File: config.mk
export PLATFORM = sky130hd
export DESIGN_NAME = gpio_port_regfile
export DESIGN_NICKNAME = d
export VERILOG_FILES = /design/src/rtl/gpio_rf_pkg.sv /design/src/rtl/gpio_addr_decode.sv /design/src/rtl/gpio_port_cell.sv /design/src/rtl/gpio_port_regfile.sv
export SDC_FILE = /design/constraint.sdc
export NUM_CORES = 1
export LEC_CHECK = 0
export CORE_MARGIN = 1.5
export CORE_UTILIZATION = 50
export DETAILED_ROUTE_END_ITERATION = 7
export PLACE_DENSITY = 0.86
export SLEW_MARGIN = 20
export SYNTH_ARGS = -nofsm -noshare
export SYNTH_HDL_FRONTEND = slang
export SYNTH_SLANG_ARGS = --single-unit
File: constraint.sdc
create_clock -name clk -period 4.25 [get_ports clk]
set_clock_uncertainty 0.05 [all_clocks]
set_input_delay 0.85 -clock clk [delete_from_list [all_inputs] [get_ports clk]]
set_output_delay 0.85 -clock clk [all_outputs]
set_load 0.02 [all_outputs]
File: src/rtl/gpio_rf_pkg.sv
// Package: shared constants and types for the GPIO port register file.
// Assumes a 7-bit register address and 8-bit data.
package gpio_rf_pkg;

    localparam int DATA_W = 8;
    localparam int ADDR_W = 7;

    localparam logic [ADDR_W-1:0] ADDR_CTRL    = 7'h04;
    localparam logic [ADDR_W-1:0] ADDR_MODE_LO = 7'h09;

    typedef enum logic [1:0] {
        MODE_RSVD     = 2'b00,
        MODE_PUSHPULL = 2'b01,
        MODE_IN       = 2'b10,
        MODE_IN_PU    = 2'b11
    } port_mode_e;

    typedef enum logic [2:0] {
        ACC_NONE,
        ACC_CTRL,
        ACC_MODE,
        ACC_SINGLE,
        ACC_WINDOW
    } acc_kind_e;

    typedef struct packed {
        acc_kind_e  kind;
        logic [5:0] sel;
    } acc_dec_t;

endpackage

File: src/rtl/gpio_addr_decode.sv
// Module: gpio_addr_decode
// Sorts a register address into an access kind and a selector. For a mode
// access the selector is the byte index, for a single-port access it is the
// port number, and for a window access it is the first port of the window.
// Assumes the mode bytes sit at ADDR_MODE_LO onward and lie below 0x20.
module gpio_addr_decode
    import gpio_rf_pkg::*;
#(
    parameter int N_MODE_BYTES = 7
) (
    input  logic [ADDR_W-1:0] addr,
    output acc_dec_t          dec
);

    localparam logic [ADDR_W-1:0] MODE_END = ADDR_W'(int'(ADDR_MODE_LO) + N_MODE_BYTES);

    // Classify the address into one access kind.
    always_comb begin
        dec.kind = ACC_NONE;
        dec.sel  = '0;
        if (addr == ADDR_CTRL) begin
            dec.kind = ACC_CTRL;
        end else if (addr >= ADDR_MODE_LO && addr < MODE_END) begin
            dec.kind = ACC_MODE;
            dec.sel  = 6'(addr - ADDR_MODE_LO);
        end else if (addr[6:5] == 2'b01) begin
            dec.kind = ACC_SINGLE;
            dec.sel  = {1'b0, addr[4:0]};
        end else if (addr[6]) begin
            dec.kind = ACC_WINDOW;
            dec.sel  = addr[5:0];
        end
    end

endmodule

File: src/rtl/gpio_port_cell.sv
// Module: gpio_port_cell
// State for one port: its 2-bit mode and its output latch. Turns these,
// together with the run/shutdown state, into the driver controls, and gives
// the level a read returns for this port.
// Assumes the write enables come from a decoder that raises at most one.
module gpio_port_cell
    import gpio_rf_pkg::*;
(
    input  logic       clk,
    input  logic       rst_n,
    input  logic       run,
    input  logic       mode_we,
    input  logic [1:0] mode_wd,
    input  logic       latch_we,
    input  logic       latch_wd,
    input  logic       pin,
    output logic [1:0] mode_q,
    output logic       oe,
    output logic       out,
    output logic       pu,
    output logic       level
);

    port_mode_e mode_r;
    logic       latch_r;

    // Mode field; resets to input without pullup.
    always_ff @(posedge clk) begin
        if (!rst_n) begin
            mode_r <= MODE_IN;
        end else if (mode_we) begin
            mode_r <= port_mode_e'(mode_wd);
        end
    end

    // Output latch; resets low and is kept through shutdown.
    always_ff @(posedge clk) begin
        if (!rst_n) begin
            latch_r <= 1'b0;
        end else if (latch_we) begin
            latch_r <= latch_wd;
        end
    end

    // Driver controls; a reserved code acts as a plain input.
    always_comb begin
        mode_q = mode_r;
        oe     = run && (mode_r == MODE_PUSHPULL);
        pu     = run && (mode_r == MODE_IN_PU);
        out    = oe && latch_r;
        level  = oe ? latch_r : pin;
    end

endmodule

File: src/rtl/gpio_port_regfile.sv
// Module: gpio_port_regfile (top)
// Register file for NUM_PORTS GPIO ports numbered FIRST_PORT upward. The
// host reaches it through a byte bus with mode bytes, a control register,
// single-port addresses and 8-lane windows that may start at any port.
// Assumes NUM_PORTS is a multiple of 4, the last port is at most 31, and
// port_in is already synchronous to clk.
module gpio_port_regfile
    import gpio_rf_pkg::*;
#(
    parameter int FIRST_PORT = 4,
    parameter int NUM_PORTS  = 28
) (
    input  logic                 clk,
    input  logic                 rst_n,
    input  logic [6:0]           addr,
    input  logic [7:0]           wdata,
    input  logic                 wr_en,
    input  logic                 rd_en,
    output logic [7:0]           rdata,
    input  logic [NUM_PORTS-1:0] port_in,
    output logic [NUM_PORTS-1:0] port_oe,
    output logic [NUM_PORTS-1:0] port_out,
    output logic [NUM_PORTS-1:0] port_pu
);

    localparam int N_MODE_BYTES = NUM_PORTS / 4;
    localparam int WIN_SPAN     = 64;
    localparam int PAD_W        = WIN_SPAN + DATA_W;

    acc_dec_t                  dec;
    logic                      run_q;
    logic [2*NUM_PORTS-1:0]    mode_flat;
    logic [NUM_PORTS-1:0]      level;
    logic [PAD_W-1:0]          level_pad;
    logic [DATA_W-1:0]         rd_val;

    gpio_addr_decode #(
        .N_MODE_BYTES (N_MODE_BYTES)
    ) dec_i (
        .addr (addr),
        .dec  (dec)
    );

    // Run/shutdown bit; resets to shutdown.
    always_ff @(posedge clk) begin
        if (!rst_n) begin
            run_q <= 1'b0;
        end else if (wr_en && dec.kind == ACC_CTRL) begin
            run_q <= wdata[0];
        end
    end

    for (genvar i = 0; i < NUM_PORTS; i++) begin : g_port
        localparam int PNUM = FIRST_PORT + i;
        logic       mode_we;
        logic       latch_we;
        logic       latch_wd;
        logic [6:0] lane;
        logic [1:0] mode_q;

        assign mode_we = wr_en && dec.kind == ACC_MODE && dec.sel == 6'(i / 4);
        assign lane    = 7'(PNUM) - {1'b0, dec.sel};

        // Latch write select: single address or a window lane on this port.
        always_comb begin
            latch_we = 1'b0;
            latch_wd = 1'b0;
            if (wr_en && dec.kind == ACC_SINGLE && dec.sel == 6'(PNUM)) begin
                latch_we = 1'b1;
                latch_wd = wdata[0];
            end else if (wr_en && dec.kind == ACC_WINDOW && lane < 7'(DATA_W)) begin
                latch_we = 1'b1;
                latch_wd = wdata[lane[2:0]];
            end
        end

        gpio_port_cell cell_i (
            .clk      (clk),
            .rst_n    (rst_n),
            .run      (run_q),
            .mode_we  (mode_we),
            .mode_wd  (wdata[2*(i%4) +: 2]),
            .latch_we (latch_we),
            .latch_wd (latch_wd),
            .pin      (port_in[i]),
            .mode_q   (mode_q),
            .oe       (port_oe[i]),
            .out      (port_out[i]),
            .pu       (port_pu[i]),
            .level    (level[i])
        );

        assign mode_flat[2*i +: 2] = mode_q;
    end

    // Read view indexed by port number; missing ports are zero.
    assign level_pad = PAD_W'({level, {FIRST_PORT{1'b0}}});

    // Read multiplexer over the access kinds.
    always_comb begin
        rd_val = '0;
        case (dec.kind)
            ACC_CTRL:   rd_val = {7'b0, run_q};
            ACC_MODE:   rd_val = mode_flat[int'(dec.sel)*DATA_W +: DATA_W];
            ACC_SINGLE: rd_val = {7'b0, level_pad[dec.sel]};
            ACC_WINDOW: rd_val = level_pad[dec.sel +: DATA_W];
            default:    rd_val = '0;
        endcase
    end

    // Registered read data, held between reads.
    always_ff @(posedge clk) begin
        if (!rst_n) begin
            rdata <= '0;
        end else if (rd_en) begin
            rdata <= rd_val;
        end
    end

endmodule

### Word level (Yosys, flattened, before mapping)

Cells that the tools add are included.

| storage, ports and cells | value |
|---|---|
| input bits | 47 |
| flip-flop bits (word level) | 93 |
| word-level logic and storage cells | 598 |
| output and inout port bits | 92 |

| operators by class | value |
|---|---|
| muxes and demuxes | 204 |
| add/sub/neg operators | 29 |
| shift operators | 2 |
| equality and inequality tests | 93 |
| reduce and logical (&&, ||, !) cells | 153 |
| magnitude comparators | 59 |

Operators by type and width:

| operator | count |
|---|---|
| $lt 7x4->1 const B | 28 |
| $mux 1 | 169 |
| $logic_and 1x1->1 | 152 |
| $lt 3x4->1 const B | 28 |
| $sub 5x6->7 const A | 16 |
| $eq 6x5->1 const B | 16 |
| $bmux 1 s3 | 28 |
| $shiftx 72x7->8 | 1 |
| $eq 2x1->1 const B | 29 |
| $eq 2x2->1 const B | 28 |
| $shiftx 56x10->8 | 1 |
| $sub 4x6->7 const A | 8 |
| $eq 6x4->1 const B | 8 |
| $pmux 8 s4 | 1 |
| $sub 3x6->7 const A | 4 |
| $mux 9 | 3 |
| $eq 6x3->1 const B | 4 |
| $eq 6x2->1 const B | 2 |
| $lt 6x8->1 const B | 1 |
| $eq 7x3->1 const B | 1 |
| $ge 7x4->1 const B | 1 |
| $lt 7x5->1 const B | 1 |
| $bmux 1 s6 | 1 |
| $eq 3x2->1 const B | 2 |
| 7 further kinds | 7 |

### Depth between registers and ports, before layout

| logic depth | value |
|---|---|
| depth after elaboration | 9 |
| mapped depth | 18 |
| mapped depth without buffers | 13 |

### Hierarchy

Synthesis repeated with hierarchy kept, for this count alone.

| second synthesis, totals | value |
|---|---|
| cells, all modules | 946 |
| area, all modules | 8583.2 sq um |

Modules (own cells, without submodules):

| module | area each (sq um) | seq. area each (sq um) | times used | cells each |
|---|---|---|---|---|
| gpio_port_cell | 160.2 | 60.1 | 28 | 15 |
| gpio_port_regfile | 3882.5 | 180.2 | 1 | 493 |
| gpio_addr_decode | 216.5 | 0.0 | 1 | 33 |

### Worst setup path after synthesis

OpenSTA, ideal clock, no wires.

| timing | value |
|---|---|
| path type | input -> register |
| start point | in addr[1] |
| end point | reg g_port[16].cell_i.latch_r |
| data required time | 4.068 ns |
| arrival | 4.413 ns |
| path buffers | 5 |
| stages | 17 |
| setup slack | -0.344 ns |
| setup time | 0.132 ns |
| cells stage by stage | buf_2 > inv_1 > ha_1 > or4_1 > o221a_2 > buf_2 > inv_2 > buf_2 > buf_2 > ha_1 > clkbuf_1 > a21oi_1 > or2_2 > o32ai_1 > mux2_2 > nand3_1 > o21ai_0 |

| on the way | value |
|---|---|
| cells in the longest elaborated chain, start to end | 9 |
| elaborated cells between the ends (all ways) | 25 |
| those cells by class | 2 x add/sub; 3 x order compare; 4 x eq/ne; 11 x mux; 5 x reduce/logical |

RTL lines:

| element | RTL line | RTL |
|---|---|---|
| from (decl) | gpio_port_regfile.sv:15 | `input logic [6:0] addr,` |
| $ge 7x4->1, or another cell as far along | gpio_addr_decode.sv:23 | `end else if (addr >= ADDR_MODE_LO && addr < MODE_END) begin` |
| $logic_and 1x1->1 / $mux 9 (equally long branches) | gpio_addr_decode.sv:23, gpio_addr_decode.sv:26 |  |
| $mux 9 | gpio_addr_decode.sv:23 |  |
| $mux 6 / $mux 3 (equally long branches) | gpio_addr_decode.sv:21 | `if (addr == ADDR_CTRL) begin` |
| $sub 5x6->7 / $eq 3x3->1 (equally long branches) | gpio_port_regfile.sv:62, gpio_port_regfile.sv:71 |  |
| $lt 7x4->1, or another cell as far along | gpio_port_regfile.sv:71 | `end else if (wr_en && dec.kind == ACC_WINDOW && lane < 7'(DATA_W)) begin` |
| $logic_and 1x1->1 / $mux 1 (equally long branches) | gpio_port_regfile.sv:71, gpio_port_regfile.sv:73 |  |
| $mux 1 | gpio_port_regfile.sv:71 |  |
| $mux 1 | gpio_port_regfile.sv:68 | `if (wr_en && dec.kind == ACC_SINGLE && dec.sel == 6'(PNUM)) begin` |
| to (signal assigned) | gpio_port_cell.sv:41 | `latch_r <= latch_wd;` |
| to (decl) | gpio_port_cell.sv:25 | `logic latch_r;` |

Parallel ways exist; a longest one is shown, timed or not. The select of a mux whose other input is x is not followed.
A chain may end at the register's enable or synchronous reset.

### Worst setup path in the final report

| timing | value |
|---|---|
| start point | in addr[1] |
| end point | reg g_port[3].cell_i.latch_r |

| on the way | value |
|---|---|
| cells in the longest elaborated chain, start to end | 9 |
| elaborated cells between the ends (all ways) | 25 |
| those cells by class | 2 x add/sub; 3 x order compare; 4 x eq/ne; 11 x mux; 5 x reduce/logical |

RTL lines:

| element | RTL line |
|---|---|
| $ge 7x4->1, or another cell as far along | gpio_addr_decode.sv:23 |
| $logic_and 1x1->1 / $mux 9 (equally long branches) | gpio_addr_decode.sv:23, gpio_addr_decode.sv:26 |
| $mux 9 | gpio_addr_decode.sv:23 |
| $mux 6 / $mux 3 (equally long branches) | gpio_addr_decode.sv:21 |
| $sub 3x6->7 / $eq 3x3->1 (equally long branches) | gpio_port_regfile.sv:62, gpio_port_regfile.sv:71 |
| $lt 7x4->1, or another cell as far along | gpio_port_regfile.sv:71 |
| $logic_and 1x1->1 / $mux 1 (equally long branches) | gpio_port_regfile.sv:71, gpio_port_regfile.sv:73 |
| $mux 1 | gpio_port_regfile.sv:71 |
| $mux 1 | gpio_port_regfile.sv:68 |
| to (signal assigned) | gpio_port_cell.sv:41 |
| to (decl) | gpio_port_cell.sv:25 |

Parallel ways exist; a longest one is shown, timed or not. The select of a mux whose other input is x is not followed.

==> flow_summary_export.csv <==
group,metric,value,unit
logic_synthesis,synthSimpleGateAreaFrac,0.264,
logic_synthesis,synthTopCellsByCount,"nand2_1, mux2i_1, dfxtp_1",
clock_tree,cts_sinks,93,
critical_path,cpLargestDelayFamily,"buffers and inverters",
floorplan,dieArea,18100,sq um
logic_synthesis,synth_xor_area_frac,0.0153,
clock_tree,cts.reportedPaths.clkPinSlew,0.08,ns
global_routing,grt_util_met2,0.588,
logic_synthesis,ys_types,72,
logic_synthesis,async_flop_share,0,
global_routing,grt_pass1_wl,52.3,mm
detailed_routing,drtIter0Drc,1256,
pwr,powerDensity,242,nW/um^2
detailed_routing,wl_per_cell,24.2,microns
timing,whs,0.465,ns
clock_tree,post_cts_buffers,0,
layout,final_nets,1288,
logic_synthesis,synth_top_area_cell,"dfxtp_1",
logic_synthesis,yosysWarnings,0,
logic_synthesis,ys_seq_elements,93,
detailed_routing,antenna_left,0,
layout,diodes,0,
logic_synthesis,synth_edf_count,0,
clock_tree,hold_buffers,0,
logic_synthesis,syn_inst,1147,
global_routing,met3_usage,0.0897,
run,max-cap-violations,0,
placement,placed_cells,1430,
layout,drive_gt1_frac,0.122,
status,status,"finished clean",
logic_synthesis,yosysSeqAreaShare,0.215,
pwr,peakVddDrop,301,uV
clock_tree,clock_path_buffers,2,
global_routing,grt_antenna_before_repair,0,
global_routing,grt_util_met1,0.502,
timing,tightest_slew,0.878,ns
critical_path,crit_path_start_kind,"input pin",
logic_synthesis,ys.flop_type,"dfxtp_1",
layout,syn_to_final_growth,19.6,%
detailed_routing,routed_wl,35.0,mm
placement,dp_hpwl,26.5,mm
timing,slew_viol_final,0,
global_routing,grt_max_degree,49,
global_routing,grt_pass1_vias,8744,
logic_synthesis,synth-compound-area-share,0.178,
critical_path,cp_common_cell,"buf_4",
detailed_routing,firstDrtPassIters,7,
critical_path,required,4.46,ns
timing,period_needed,3.94,ns
timing,finalWorstSetupSlack,0.309,ns
critical_path,cpPeakStageDelay,0.58,ns
worst_hold_path,hold_class,"reg2reg",
detailed_routing,vias_per_cell,6.57,
global_routing,grt-busiest-layer,"met2",
clock_tree,ctsRootBufferMaster,"clkbuf_16",
floorplan,fp.dieW,135,microns
logic_synthesis,yosysMostFrequentCell,"nand2_1",
placement,gp_congestion,1.01,
timing,slew_headroom,0.412,
clock_tree,cts-buffers-inserted,9,
detailed_routing,route.vias.total,9497,
logic_synthesis,synthTopCellsByArea,"dfxtp_1, mux2i_1, buf_4",
timing,finalSetupViolations,0,
layout,fillers,1493,
pwr,leakage,4.49,nW
floorplan,core_area,16800,sq um
critical_path,cp_cell_sequence,"clkdlybuf4s50_1 > inv_1 > ha_1 > buf_4 > nor4_4 > nor2_1 > inv_2 > buf_4 > mux2_2 > o21ai_0 > mux2i_1 > buf_4 > nor4b_1 > o21a_1",
logic_synthesis,yosysTopAreaCellShare,0.215,
clock_tree,clk_latency,0.37,ns
logic_synthesis,synthMuxAreaShare,0.159,
logic_synthesis,synth_top_family_by_area,"simple AND/OR/NAND/NOR gates",
floorplan,initial_core_util,0.517,
timing,finalSetupTns,0,ns
timing,max_freq,254,MHz
floorplan,io_pins,139,
clock_tree,h-tree-depth,3,
floorplan,die_h,135,microns
timing,rsz0062_at_grt,"no",
placement,io_buffers,138,
critical_path,arrival,4.15,ns
logic_synthesis,syn-cell-area,8670,sq um
critical_path,cpMaxStageDelayCell,"buf_4",
timing,hold_viol_final,0,
floorplan,rows,47,
placement,place_ws,0.0145,ns
critical_path,worstSetupEndpointType,"register",
detailed_routing,drc,0,
global_routing,grt_use_total,0.381,
clock_tree,cts_tree,"yes",
critical_path,worst-path-buf-inv,6,
global_routing,overflow,0,
logic_synthesis,syn_avg_cell_area,7.56,sq um
layout,fin_cells,1446,
timing,finalCritPeriodShare,0.927,
critical_path,path_class,"in2reg",
clock_tree,ctsResizeCount,0,
critical_path,cp_max_fo,48,
logic_synthesis,synth_fa_ha_area_frac,0.0289,
logic_synthesis,syn-num-nets,1214,
metal layers:
layer / vias to the layer above / routed length (microns)
met3: 133 / 4280
met4: 0 / 1890
li1: 4209 / -
met1: 4422 / 13500
met5: - / 0
met2: 733 / 15400
metrics by stage:
step	power [mW]	util	area [sq um]
finish	2.51	0.619	10400
global route	2.57	0.619	10400
CTS	2.47	0.619	10400
detailed placement	1.63	0.600	10100
global placement	1.63	0.600	10100
floorplan	1.34	-	8680
final timing paths:
| check | depth (start not counted) | endpoint | from | slack [ns] |
|---|---|---|---|---|
| worst max-delay path | 14 | g_port[3].cell_i.latch_r | addr[1] | 0.31 |
| worst min-delay path | 2 | g_port[1].cell_i.mode_q[0] | g_port[1].cell_i.mode_q[0] | 0.47 |
| worst max register to register | 8 | rdata[0] | run_q | 1.23 |
| worst min register to register | 2 | g_port[1].cell_i.mode_q[0] | g_port[1].cell_i.mode_q[0] | 0.47 |
sequential cells by signal, summed over array words and instances, names as in the netlist:
signal,cells
rdata,8
run_q,1
g_port.cell_i.mode_q,56
g_port.cell_i.latch_r,28
final cells by class:
class,count,area (sq um),area share
well taps,220,275,0.0265
repair buffers,235,2140,0.207
multi-input cells,835,5600,0.540
clock inverters,7,86.3,0.00833
clock buffers,9,225,0.0217
inverters,47,181,0.0175
flip-flops and latches,93,1860,0.180
worst min-delay path: cells and delay by family (launching register included):
family	cells	cell delay, ns
DFF	1	0.33
AOI/OAI and AO/OA	2	0.13
placed cells by master, fill, tap and decap left out, types with 9 or more instances in the layout:
| master | count |
|---|---|
| nand3b_1 | 27 |
| inv_1 | 44 |
| buf_4 | 94 |
| a31oi_1 | 11 |
| o32ai_1 | 10 |
| nor3_1 | 18 |
| a21oi_1 | 73 |
| ha_1 | 20 |
| mux2_2 | 9 |
| o21ai_0 | 53 |
| nor2_1 | 63 |
| dfxtp_1 | 92 |
| o211ai_1 | 9 |
| nand2_1 | 152 |
| and4b_1 | 26 |
| xnor2_1 | 11 |
| mux2i_1 | 125 |
| clkdlybuf4s50_1 | 137 |
| nand3_1 | 47 |
| o22ai_1 | 17 |
| nand4_1 | 15 |
| and3_1 | 32 |
| clkbuf_16 | 9 |
report_power, final:
| group | switching [mW] | internal, mW |
|---|---|---|
| logic | 0.458 | 0.296 |
| clock network | 0.438 | 0.423 |
| registers | 0.0111 | 0.881 |
cell families (layout without fill, tap and decap cells):
| kind of cell | Yosys count | in the layout |
|---|---|---|
| multiplexers | 135 | 135 |
| AND/OR/NAND/NOR | 428 | 428 |
| AO/OA/AOI/OAI | 239 | 239 |
| adder cells (fa/ha/maj) | 20 | 20 |
| buffers and inverters | 219 | 298 |
| flip-flops | 93 | 93 |
| XOR/XNOR | 13 | 13 |
(Power assumes the default switching activity.)
